## src/rtl/spiq_pkg.sv

```systemverilog
package spiq_pkg;
  localparam int DATA_W  = 16;
  localparam int LEN_W   = 5;
  localparam int BAUD_W  = 8;
  localparam int DLY_W   = 14;
  localparam int LEAD_W  = 7;
  localparam int TRAIL_W = 8;
  localparam int BITS_W  = 4;
  localparam int CS_W    = 4;

  typedef struct packed {
    logic            hold;
    logic            wsel;
    logic            tsel;
    logic            lsel;
    logic [CS_W-1:0] cs;
  } cmd_t;

  typedef enum logic [1:0] {ST_IDLE, ST_LEAD, ST_SHIFT, ST_TRAIL} seq_t;

  function automatic logic [LEN_W-1:0] word_len(input cmd_t c, input logic [BITS_W-1:0] bits);
    if (!c.wsel)              return LEN_W'(8);
    else if (bits == '0)      return LEN_W'(16);
    else if (bits < BITS_W'(8)) return LEN_W'(8);
    else                      return LEN_W'(bits);
  endfunction

  // returns delay minus one, as loaded into the delay timer
  function automatic logic [DLY_W-1:0] lead_cnt(input cmd_t c, input logic [LEAD_W-1:0] dl,
                                                input logic [BAUD_W-1:0] half);
    if (!c.lsel)         return DLY_W'(half) - DLY_W'(1);
    else if (dl == '0)   return DLY_W'(127);
    else                 return DLY_W'(dl) - DLY_W'(1);
  endfunction

  function automatic logic [DLY_W-1:0] trail_cnt(input cmd_t c, input logic [TRAIL_W-1:0] dt);
    if (!c.tsel)         return DLY_W'(16);
    else if (dt == '0)   return DLY_W'(8191);
    else                 return (DLY_W'(dt) << 5) - DLY_W'(1);
  endfunction
endpackage

```

## src/rtl/spiq_cmd_store.sv

```systemverilog
module spiq_cmd_store #(
  parameter int N_ENTRY = 16,
  parameter int CMD_W   = 8,
  parameter int DW      = 16,
  localparam int AW     = $clog2(N_ENTRY)
) (
  input  logic          clk,
  input  logic          we,
  input  logic [AW-1:0] waddr,
  input  logic [CMD_W-1:0] wcmd,
  input  logic [DW-1:0] wtx,
  input  logic [AW-1:0] raddr,
  output logic [CMD_W-1:0] rcmd,
  output logic [DW-1:0] rtx
);
  logic [CMD_W-1:0] cmd_mem [N_ENTRY];
  logic [DW-1:0]    tx_mem  [N_ENTRY];

  for (genvar i = 0; i < N_ENTRY; i++) begin : g_ent
    logic hit;
    assign hit = we && (waddr == AW'(i));
    always_ff @(posedge clk) begin
      if (hit) begin
        cmd_mem[i] <= wcmd;
        tx_mem[i]  <= wtx;
      end
    end
  end

  assign rcmd = cmd_mem[raddr];
  assign rtx  = tx_mem[raddr];
endmodule

```

## src/rtl/spiq_rx_store.sv

```systemverilog
module spiq_rx_store #(
  parameter int N_ENTRY = 16,
  parameter int DW      = 16,
  localparam int AW     = $clog2(N_ENTRY)
) (
  input  logic          clk,
  input  logic          we,
  input  logic [AW-1:0] waddr,
  input  logic [DW-1:0] wdata,
  input  logic [AW-1:0] raddr,
  output logic [DW-1:0] rdata
);
  logic [DW-1:0] mem [N_ENTRY];

  for (genvar i = 0; i < N_ENTRY; i++) begin : g_ent
    logic hit;
    assign hit = we && (waddr == AW'(i));
    always_ff @(posedge clk) begin
      if (hit) mem[i] <= wdata;
    end
  end

  assign rdata = mem[raddr];
endmodule

```

## src/rtl/spiq_delay.sv

```systemverilog
module spiq_delay #(
  parameter int W = 14
) (
  input  logic         clk,
  input  logic         rst_n,
  input  logic         load,
  input  logic [W-1:0] val,
  output logic         expired
);
  logic [W-1:0] cnt_q, cnt_d;

  always_comb begin
    cnt_d = cnt_q;
    if (load)              cnt_d = val;
    else if (cnt_q != '0)  cnt_d = cnt_q - W'(1);
  end

  always_ff @(posedge clk or negedge rst_n) begin
    if (!rst_n) cnt_q <= '0;
    else        cnt_q <= cnt_d;
  end

  assign expired = (cnt_q == '0);
endmodule

```

## src/rtl/spiq_shifter.sv

```systemverilog
module spiq_shifter #(
  parameter int DW = 16,
  parameter int BW = 8,
  localparam int LW = $clog2(DW + 1)
) (
  input  logic          clk,
  input  logic          rst_n,
  input  logic          abort,
  input  logic          load,
  input  logic [DW-1:0] tx_word,
  input  logic [LW-1:0] len,
  input  logic          start,
  input  logic [BW-1:0] half,
  input  logic          miso,
  output logic          sck,
  output logic          mosi,
  output logic [DW-1:0] rx_word,
  output logic          fin
);
  logic [DW-1:0] sh_q, sh_d, rx_q, rx_d;
  logic [LW-1:0] bit_q, bit_d;
  logic [BW-1:0] hc_q, hc_d;
  logic          sck_q, sck_d, act_q, act_d;

  always_comb begin
    sh_d  = sh_q;
    rx_d  = rx_q;
    bit_d = bit_q;
    hc_d  = hc_q;
    sck_d = sck_q;
    act_d = act_q;
    fin   = 1'b0;
    if (abort) begin
      act_d = 1'b0;
      sck_d = 1'b0;
    end else if (load) begin
      sh_d  = tx_word << (LW'(DW) - len);
      rx_d  = '0;
      bit_d = '0;
      act_d = 1'b0;
      sck_d = 1'b0;
    end else if (start) begin
      act_d = 1'b1;
      sck_d = 1'b1;
      rx_d  = {rx_q[DW-2:0], miso};
      hc_d  = half - BW'(1);
      bit_d = '0;
    end else if (act_q) begin
      if (hc_q == '0) begin
        hc_d = half - BW'(1);
        if (sck_q) begin
          sck_d = 1'b0;
          if (bit_q == len - LW'(1)) begin
            act_d = 1'b0;
            fin   = 1'b1;
          end else begin
            sh_d  = sh_q << 1;
            bit_d = bit_q + LW'(1);
          end
        end else begin
          sck_d = 1'b1;
          rx_d  = {rx_q[DW-2:0], miso};
        end
      end else begin
        hc_d = hc_q - BW'(1);
      end
    end
  end

  always_ff @(posedge clk or negedge rst_n) begin
    if (!rst_n) begin
      sh_q  <= '0;
      rx_q  <= '0;
      bit_q <= '0;
      hc_q  <= '0;
      sck_q <= 1'b0;
      act_q <= 1'b0;
    end else begin
      sh_q  <= sh_d;
      rx_q  <= rx_d;
      bit_q <= bit_d;
      hc_q  <= hc_d;
      sck_q <= sck_d;
      act_q <= act_d;
    end
  end

  assign sck     = sck_q;
  assign mosi    = sh_q[DW-1];
  assign rx_word = rx_q;
endmodule

```

## src/rtl/spi_queue_master.sv

```systemverilog
module spi_queue_master
  import spiq_pkg::*;
#(
  parameter int N_ENTRY = 16,
  localparam int AW     = $clog2(N_ENTRY)
) (
  input  logic                clk,
  input  logic                rst_n,
  input  logic                cmd_we,
  input  logic [AW-1:0]       cmd_idx,
  input  logic [7:0]          cmd_byte,
  input  logic [DATA_W-1:0]   cmd_tx,
  input  logic [AW-1:0]       rx_idx,
  output logic [DATA_W-1:0]   rx_word,
  input  logic [AW-1:0]       start_ptr,
  input  logic [AW-1:0]       end_ptr,
  input  logic [BITS_W-1:0]   word_bits,
  input  logic [TRAIL_W-1:0]  post_dly,
  input  logic [LEAD_W-1:0]   lead_dly,
  input  logic [BAUD_W-1:0]   baud_div,
  input  logic                go,
  input  logic                fault_clr,
  input  logic                ss_n,
  input  logic                miso,
  output logic                sck,
  output logic                mosi,
  output logic [CS_W-1:0]     pcs,
  output logic                busy,
  output logic                done,
  output logic                mode_fault
);
  // reset: asserted asynchronously, released on the clock
  logic [1:0] rsync_q;
  logic       srst_n;
  always_ff @(posedge clk or negedge rst_n) begin
    if (!rst_n) rsync_q <= 2'b00;
    else        rsync_q <= {rsync_q[0], 1'b1};
  end
  assign srst_n = rsync_q[1];

  seq_t             st_q, st_d;
  logic [AW-1:0]    ptr_q, ptr_d, nidx;
  cmd_t             cur_q, cur_d, ncmd;
  logic [LEN_W-1:0] len_q, len_d, nlen, sh_len;
  logic [CS_W-1:0]  pcs_q, pcs_d;
  logic             busy_q, busy_d, done_q, done_d, flt_q, flt_d;
  logic [7:0]       rcmd_raw;
  logic [DATA_W-1:0] ntx, shf_rx;
  logic [BAUD_W-1:0] half;
  logic             dly_load, dly_exp, sh_start, sh_fin, rx_we, abort, nxt_load;
  logic [DLY_W-1:0] dly_val;

  assign half = (baud_div < BAUD_W'(2)) ? BAUD_W'(2) : baud_div;
  assign nidx = (st_q == ST_IDLE) ? start_ptr : ptr_q + AW'(1);
  assign ncmd = cmd_t'(rcmd_raw);
  assign nlen = word_len(ncmd, word_bits);
  assign abort = busy_q && !ss_n;

  spiq_cmd_store #(.N_ENTRY(N_ENTRY), .CMD_W(8), .DW(DATA_W)) u_cmd (
    .clk(clk), .we(cmd_we), .waddr(cmd_idx), .wcmd(cmd_byte), .wtx(cmd_tx),
    .raddr(nidx), .rcmd(rcmd_raw), .rtx(ntx)
  );

  spiq_rx_store #(.N_ENTRY(N_ENTRY), .DW(DATA_W)) u_rx (
    .clk(clk), .we(rx_we), .waddr(ptr_q), .wdata(shf_rx),
    .raddr(rx_idx), .rdata(rx_word)
  );

  spiq_delay #(.W(DLY_W)) u_dly (
    .clk(clk), .rst_n(srst_n), .load(dly_load), .val(dly_val), .expired(dly_exp)
  );

  // entry load strobe, kept apart from the state logic that reads sh_fin
  always_comb begin
    nxt_load = 1'b0;
    if (!abort) begin
      if (st_q == ST_IDLE)
        nxt_load = go && !flt_q;
      else if (st_q == ST_TRAIL)
        nxt_load = dly_exp && (ptr_q != end_ptr);
    end
  end

  assign sh_len = nxt_load ? nlen : len_q;

  spiq_shifter #(.DW(DATA_W), .BW(BAUD_W)) u_shf (
    .clk(clk), .rst_n(srst_n), .abort(abort), .load(nxt_load), .tx_word(ntx),
    .len(sh_len), .start(sh_start), .half(half), .miso(miso),
    .sck(sck), .mosi(mosi), .rx_word(shf_rx), .fin(sh_fin)
  );

  always_comb begin
    st_d     = st_q;
    ptr_d    = ptr_q;
    cur_d    = cur_q;
    len_d    = len_q;
    pcs_d    = pcs_q;
    busy_d   = busy_q;
    done_d   = done_q;
    flt_d    = flt_q;
    dly_load = 1'b0;
    dly_val  = '0;
    sh_start = 1'b0;
    rx_we    = 1'b0;
    if (fault_clr) flt_d = 1'b0;
    if (nxt_load) begin
      st_d     = ST_LEAD;
      ptr_d    = nidx;
      cur_d    = ncmd;
      len_d    = nlen;
      pcs_d    = ncmd.cs;
      busy_d   = 1'b1;
      done_d   = 1'b0;
      dly_load = 1'b1;
      dly_val  = lead_cnt(ncmd, lead_dly, half);
    end else begin
      unique case (st_q)
        ST_LEAD: begin
          if (dly_exp) begin
            st_d     = ST_SHIFT;
            sh_start = 1'b1;
          end
        end
        ST_SHIFT: begin
          if (sh_fin) begin
            st_d     = ST_TRAIL;
            rx_we    = 1'b1;
            dly_load = 1'b1;
            dly_val  = trail_cnt(cur_q, post_dly);
            if (!cur_q.hold) pcs_d = '1;
          end
        end
        ST_TRAIL: begin
          if (dly_exp) begin
            st_d   = ST_IDLE;
            busy_d = 1'b0;
            done_d = 1'b1;
          end
        end
        default: ;
      endcase
    end
    if (abort) begin
      st_d     = ST_IDLE;
      busy_d   = 1'b0;
      done_d   = 1'b0;
      pcs_d    = '1;
      flt_d    = 1'b1;
      rx_we    = 1'b0;
      sh_start = 1'b0;
      dly_load = 1'b0;
    end
  end

  always_ff @(posedge clk or negedge srst_n) begin
    if (!srst_n) begin
      st_q   <= ST_IDLE;
      ptr_q  <= '0;
      cur_q  <= '0;
      len_q  <= LEN_W'(8);
      pcs_q  <= '1;
      busy_q <= 1'b0;
      done_q <= 1'b0;
      flt_q  <= 1'b0;
    end else begin
      st_q   <= st_d;
      ptr_q  <= ptr_d;
      cur_q  <= cur_d;
      len_q  <= len_d;
      pcs_q  <= pcs_d;
      busy_q <= busy_d;
      done_q <= done_d;
      flt_q  <= flt_d;
    end
  end

  assign pcs        = pcs_q;
  assign busy       = busy_q;
  assign done       = done_q;
  assign mode_fault = flt_q;
endmodule

```

## config.mk

```make
export PLATFORM = sky130hd
export DESIGN_NAME = spi_queue_master
export DESIGN_NICKNAME = d
export VERILOG_FILES = /design/src/rtl/spiq_pkg.sv /design/src/rtl/spiq_cmd_store.sv /design/src/rtl/spiq_rx_store.sv /design/src/rtl/spiq_delay.sv /design/src/rtl/spiq_shifter.sv /design/src/rtl/spi_queue_master.sv
export SDC_FILE = /design/constraint.sdc
export NUM_CORES = 1
export LEC_CHECK = 0
export BUFFER_PORTS_ARGS = -buffer_cell sky130_fd_sc_hd__buf_2
export CORE_MARGIN = 4
export CORE_UTILIZATION = 63
export CTS_CLUSTER_DIAMETER = 50
export DETAILED_ROUTE_END_ITERATION = 7
export HOLD_SLACK_MARGIN = 0.08
export PLACE_DENSITY = 0.82
export SLEW_MARGIN = 30
export SYNTH_ARGS = -nofsm -noshare
export SYNTH_HDL_FRONTEND = slang
export SYNTH_HIERARCHICAL = 1
export SYNTH_SLANG_ARGS = --single-unit
```

## constraint.sdc

```tcl
create_clock -name clk -period 6 [get_ports clk]
set_input_delay 1.8 -clock clk [delete_from_list [all_inputs] [get_ports clk]]
set_output_delay 1.8 -clock clk [all_outputs]
set_load 0.1 [all_outputs]
```

# Word-level counts from Yosys, hierarchy flattened

Memories as Yosys holds them, arrays and structs flattened.
Index checks and enable logic that the tools add are counted.

Bits in registers: 83
Memory bits (writable): 640
Output and inout port bits: 25
Memories: 3

$add $sub $neg: 10
Order comparisons: 2
Eq/ne operators: 43
Shift operators: 1
Muxes and demuxes: 288
Bitwise operators: 2
Reduce and logical (&&, ||, !) cells: 115

Memory list:

| memory        | depth | bits a word | read ports | clocked after Yosys merged registers in | wr ports | RTL line             | text |
|---|---|---|---|---|---|---|---|
| u_cmd.tx_mem  | 16    | 16          | 1          | 0                                       | 1        | spiq_cmd_store.sv:17 | `logic [DW-1:0] tx_mem [N_ENTRY];` |
| u_rx.mem      | 16    | 16          | 1          | 0                                       | 1        | spiq_rx_store.sv:13  | `logic [DW-1:0] mem [N_ENTRY];` |
| u_cmd.cmd_mem | 16    | 8           | 1          | 0                                       | 1        | spiq_cmd_store.sv:16 | `logic [CMD_W-1:0] cmd_mem [N_ENTRY];` |

Operator list:

| cell                                               | number |
|---|---|
| 2-to-1 mux 16 bit                                  | 41 |
| OR reduction 16 bit                                | 30 |
| 2-to-1 mux 4 bit                                   | 52 |
| 2-to-1 mux 1 bit                                   | 152 |
| 2-to-1 mux 8 bit                                   | 19 |
| 2-to-1 mux 14 bit                                  | 9 |
| OR reduction 8 bit                                 | 15 |
| == test 4 bit, second input constant               | 16 |
| 2-to-1 mux 5 bit                                   | 9 |
| logical AND 1 bit                                  | 35 |
| == test 4 x 3 -> 1 bit, second input constant      | 8 |
| nonzero test 3 bit                                 | 7 |
| == test 4 x 2 -> 1 bit, second input constant      | 4 |
| zero test 8 bit                                    | 2 |
| << shifter 16 x 5 -> 16 bit                        | 1 |
| subtractor 8 x 1 -> 8 bit, second input constant   | 2 |
| zero test 14 bit                                   | 1 |
| nonzero test 14 bit                                | 1 |
| subtractor 13 x 1 -> 14 bit, second input constant | 1 |
| subtractor 14 x 1 -> 14 bit, second input constant | 1 |
| zero test 4 bit                                    | 3 |
| inequality test 4 bit, second input constant       | 3 |
| nonzero test 2 bit                                 | 6 |
| 2-to-1 mux 2 bit                                   | 5 |
| 29 further kinds                                   | 38 |

# Longest topological paths before layout

Depth after elaboration: 38
Mapped depth: 26
Depth with buffers taken out: 20

# Cells and area by module

Netlist, hierarchy kept.

Modules (own cells, without submodules):

| module           | instances | cells each | area an instance (um^2) |
|---|---|---|---|
| spiq_cmd_store   | 1         | 612        | 14,450.1 |
| spiq_rx_store    | 1         | 416        | 9,759.4 |
| spiq_shifter     | 1         | 310        | 3,269.4 |
| spi_queue_master | 1         | 209        | 1,724.2 |
| spiq_delay       | 1         | 77         | 837.1 |

# Worst setup path before layout

OpenSTA, ideal clock, no wires.

Path kind: input to register
Start point: input port start_ptr[0]
End point: memory u_rx.mem[0][0] (enable)
Library setup time: 409 ps
Arrival time: 7,128 ps
Data required time: 5,591 ps
Setup slack: -1,538 ps
Stages: 20
Path buffers: 3
Path through: nand2_1 > o21ai_0 > clkbuf_1 > buf_2 > mux4_2 > a22oi_1 > nand2_1 > nand3_1 > o21ai_0 > clkbuf_8 > inv_2 > ha_1 > xor3_1 > nor3_4 > nand3_4 > nor4_1 > nand2_1 > nor2_1 > or3b_2 > nor3_1

RTL lines:

| what        | RTL line               | text |
|---|---|---|
| from (decl) | spi_queue_master.sv:15 | `input logic [AW-1:0] start_ptr,` |
| to (decl)   | spiq_rx_store.sv:13    |  |

# Worst setup path in the final report

Start point: input port end_ptr[2]
End point: memory u_rx.mem[0][8] (enable)

RTL lines:

| what                                        | RTL line                | text |
|---|---|---|
| from (decl)                                 | spi_queue_master.sv:16  | `input logic [AW-1:0] end_ptr,` |
| inequality test 4 bit *                     | spi_queue_master.sv:80  | `nxt_load = dly_exp && (ptr_q != end_ptr);` |
| logical AND 1 bit *                         | spi_queue_master.sv:80  |  |
| 2-to-1 mux 1 bit *                          | spi_queue_master.sv:79  | `else if (st_q == ST_TRAIL)` |
| 2-to-1 mux 1 bit *                          | spi_queue_master.sv:77  | `if (st_q == ST_IDLE)` |
| 2-to-1 mux 1 bit *                          | spi_queue_master.sv:76  | `if (!abort) begin` |
| 2-to-1 mux 5 bit                            | --                      |  |
| subtractor 5 x 1 -> 5 bit                   | spiq_shifter.sv:53      | `if (bit_q == len - LW'(1)) begin` |
| == test 5 bit                               | spiq_shifter.sv:53      |  |
| [7 not listed]                              | --                      |  |
| net sh_fin                                  | spi_queue_master.sv:50  | `logic dly_load, dly_exp, sh_start, sh_fin, rx_we, abort, nxt_load;` |
| [2 not listed]                              | --                      |  |
| 2-to-1 mux 1 bit *                          | spi_queue_master.sv:106 | `if (nxt_load) begin` |
| 2-to-1 mux 1 bit *                          | spi_queue_master.sv:143 | `if (abort) begin` |
| net rx_we                                   | spi_queue_master.sv:50  |  |
| logical AND 1 bit *                         | spiq_rx_store.sv:17     | `assign hit = we && (waddr == AW'(i));` |
| net u_rx.g_ent[0].hit                       | spiq_rx_store.sv:16     | `logic hit;` |
| 2-to-1 mux 1 bit *                          | spiq_rx_store.sv:19     | `if (hit) mem[i] <= wdata;` |
| 2-to-1 mux 1 bit (not written as such) *    | spiq_rx_store.sv:19     |  |
| 2-to-1 mux 1 bit (no line) * (15 in series) | --                      |  |

Mark *: on every way through the listed nets, which the timed path passes. The rest lies on a longest branch.

==> results.yml <==
outcome:
  status: "finished clean"
floorplan:
  core_region_area_sq_mm: 0.04685
  die_h_um: 226.4
  rows: 79
  die_area_sq_mm: 0.05124
  die_w_um: 226.4
  start_util_pct: 64.12
  io_pins: 99
critical_path:
  cp_slowest_cell: "nor4_1"
  crit_required_ns: 6.30
  cp_cell_sequence: "buf_2 > xor2_1 > nor4_1 > o32a_1 > nand2_1 > o21ai_1 > xor3_1 > nor3_4 > nand3_4 > nor4_4 > nand2_1 > nor2_2 > or3b_4 > nor3_4 > buf_12"
  crit_family: "simple AND/OR/NAND/NOR gates"
  slowest_delay_ns: 0.72
  cp_num_buf_inv: 2
  worst-path-max-fanout: 16
  cp.arrival_ns: 6.04
  end_kind: "flop"
  crit_type: "in -> reg"
  start_kind: "input port"
synth:
  synth_warnings: 6
  synth-edff-count: 640
  avgSynthCellArea_sq_um: 18.50
  ys_ff_latch: 723
  synth-main-ff-cell: "edfxtp_1"
  synthCells: 1624
  synth_seq_area_share_pct: 70.91
  syn-cell-area_sq_mm: 0.03004
  synth-async-reset-ratio_pct: 11.48
  synth_nets: 1713
  ys_types: 86
sta:
  worst_pin_slew_ns: 1.005
  post-route-min-period_ns: 5.739
  relSlewSlack_pct: 32.94
  timing.final.crit_share_pct: 95.65
  skew_ns: 0.03117
  hold_viol_final: 0
  slew_violations: 0
  max_freq_mhz: 174.2
  rsz0062_at_grt: "false"
  setup_violations: 0
  hold_ws_ns: 0.3507
power:
  swShare_pct: 31.90
  ir_worst_vdd_mv: 0.3453
  net-switching-power_mw: 4.922
  power_frac_comb_pct: 32.5
  seqPwrFrac_pct: 38.2
  power.leakage_nw: 12.22
  cellPowerDensity_mw_per_mm2: 450.5
  intPower_mw: 10.51
  clkPwrFrac_pct: 29.3
cts:
  cts_hold_buf: 0
  cts_inserted_buffers: 72
  clk_latency_ns: 0.61
  clk_pin_slew_ns: 0.06
  cts_buffer_depth: 3
  root_buffer: "clkbuf_16"
  cts_resized: 0
  cts_tree: "built"
  postCtsSetupRepairBufs: 0
  cts.htree.levels: 3
  clkSinkCount: 723
route:
  vias: 16657
  via_per_inst: 6.768
  post-route-drc-count: 0
  drtIter0Drc: 1913
  detail-route-antenna-nets: 0
  drt-total-wl_um: 71540
  routedWlPerCell_um: 29.07
  firstDrtPassIters: 5
finish:
  nFillCells: 2609
  drive_gt1_share_pct: 29.80
  final_util_pct: 73.10
  nets: 1881
  fin_cells: 2461
  areaGrowthSynthToFinish_pct: 14.01
global_routing:
  antenna_found_initial: 8
  grt_start_max_net_pins: 82
  grt_pass1_wl_um: 107900
  first_global_vias: 17576
  grt_use_total_pct: 28.60
  overflow: 0
placement:
  place_hpwl_um: 41280
  gp_congestion: 0.8874
  port_buffers: 98
  place_inst: 2325
worst_hold_path:
  min-delay-path-class: "reg -> reg"
flow_run:
  drv_cap: 0
==> cells in the final DEF, fill, tap and decap left out, types with 9 or more instances in the layout <==
cell and instances:
mux4_1 10, inv_1 30, nor4_1 10, clkinv_2 9, nor2_2 19, edfxtp_1 640, o21ai_0 36, buf_4 64
mux2_2 28, a21oi_1 16, clkinv_1 13, clkbuf_1 14, buf_2 96, a22o_1 24, buf_12 19, nor2_1 40
mux4_2 158, nor3_1 11, xnor2_1 27, xor2_1 14, a22oi_1 80, clkbuf_16 75, mux2i_1 13, nand2_1 86
dfrtp_1 77, ha_1 14, nand3_1 24
==> final timing paths <==
check	start	end	slack (ns)	depth (start not counted)
worst max register to register	ptr_q[0]$_DFFE_PN0N_	u_rx/mem[0][8]$_DFFE_PP_	0.40	19
worst min register to register	rsync_q[0]$_DFF_PN0_	rsync_q[1]$_DFF_PN0_	0.35	0
worst min-delay path	rsync_q[0]$_DFF_PN0_	rsync_q[1]$_DFF_PN0_	0.35	0
min in group asynchronous	rsync_q[1]$_DFF_PN0_	u_shf/sh_q[14]$_DFFE_PN0P_	0.45	1
worst max-delay path	end_ptr[2]	u_rx/mem[0][8]$_DFFE_PP_	0.26	15
max in group asynchronous	rst_n	rsync_q[1]$_DFF_PN0_	4.91	1
==> flip-flops by register name, summed over array words and instances, names as in the netlist <==
| signal | flops |
|---|---|
| u_rx/mem | 256 |
| u_shf/sck | 1 |
| cur_q | 2 |
| u_shf/rx_word | 16 |
| u_shf/act_q | 1 |
| ptr_q | 4 |
| u_shf/sh_q | 16 |
| u_cmd/cmd_mem | 128 |
| pcs | 4 |
| u_cmd/tx_mem | 256 |
| u_shf/bit_q | 5 |
| done | 1 |
| busy | 1 |
| rsync_q | 2 |
| len_q | 5 |
| u_dly/cnt_q | 14 |
| u_shf/hc_q | 8 |
| st_q | 2 |
| mode_fault | 1 |
==> cell type report <==
type                    instances  area, sq um  area share, %
clock inverters                41        437.9          1.279
flip-flops and latches        723        21310          62.21
inverters                      31        123.9         0.3617
well taps                     607        759.5          2.218
clock buffers                  90         1943          5.673
repair buffers                180         1353          3.949
diodes                          5        12.51        0.03653
multi-input cells             784         8314          24.28
==> Yosys cell counts, types with 28 or more instances <==
cell	count	area, sq um
o21ai_0	39	195.2
mux2_2	29	326.6
a22oi_1	80	600.6
edfxtp_1	640	19220
dfrtp_1	78	1952
nand2_1	87	326.6
xnor2_1	28	245.2
inv_1	30	112.6
mux4_2	158	3558
nor2_1	66	247.7
clkbuf_1	34	127.6
==> cells by family (layout without fill, tap and decap cells) <==
family | after synthesis | after routing | synth area share (%)
other | 1 | 6 | 0.01248
DFF | 723 | 723 | 70.91
AOI/OAI and AO/OA | 230 | 230 | 5.544
xor gates and xnor gates | 44 | 44 | 1.383
adders and majority gates | 15 | 15 | 0.6248
buffers and inverters | 117 | 342 | 2.195
muxes | 217 | 217 | 14.59
and+or+nand+nor | 277 | 277 | 4.740
==> through the flow <==
stage / power, mW / worst slack [ns] / area (sq um) / TNS (ns)
finish: 15.43 / 0.2607 / 34250 / 0
global route: 16.08 / 0.1044 / 34240 / 0
floorplan: 9.659 / -0.2863 / 30240 / -26.15
CTS: 15.45 / 0.3693 / 34230 / 0
global placement: 10.73 / -0.01534 / 31850 / -0.2301
detailed placement: 10.86 / -0.2542 / 31850 / -18.84
==> power by group through the flow <==
stage,logic (mW),registers [mW],clock network [mW]
2_1_floorplan,3.61,6.05,0
3_3_place_gp,4.77,5.96,0
3_5_place_dp,4.88,5.98,0
4_1_cts,4.98,5.88,4.59
5_1_grt,5.36,5.90,4.82
6_report,5.01,5.89,4.53
==> metal layers <==
layer / GRT usage [%] / share of wire (%) / vias up
met3: 6.914 / 8.7 / 225
met4: 12.47 / 4.3 / 6
met5: 0 / 0.055 / -
met1: 34.40 / 34 / 8544
li1: - / - / 6972
met2: 49.81 / 53 / 910
Note: power is estimated with default switching activity, not from simulation.
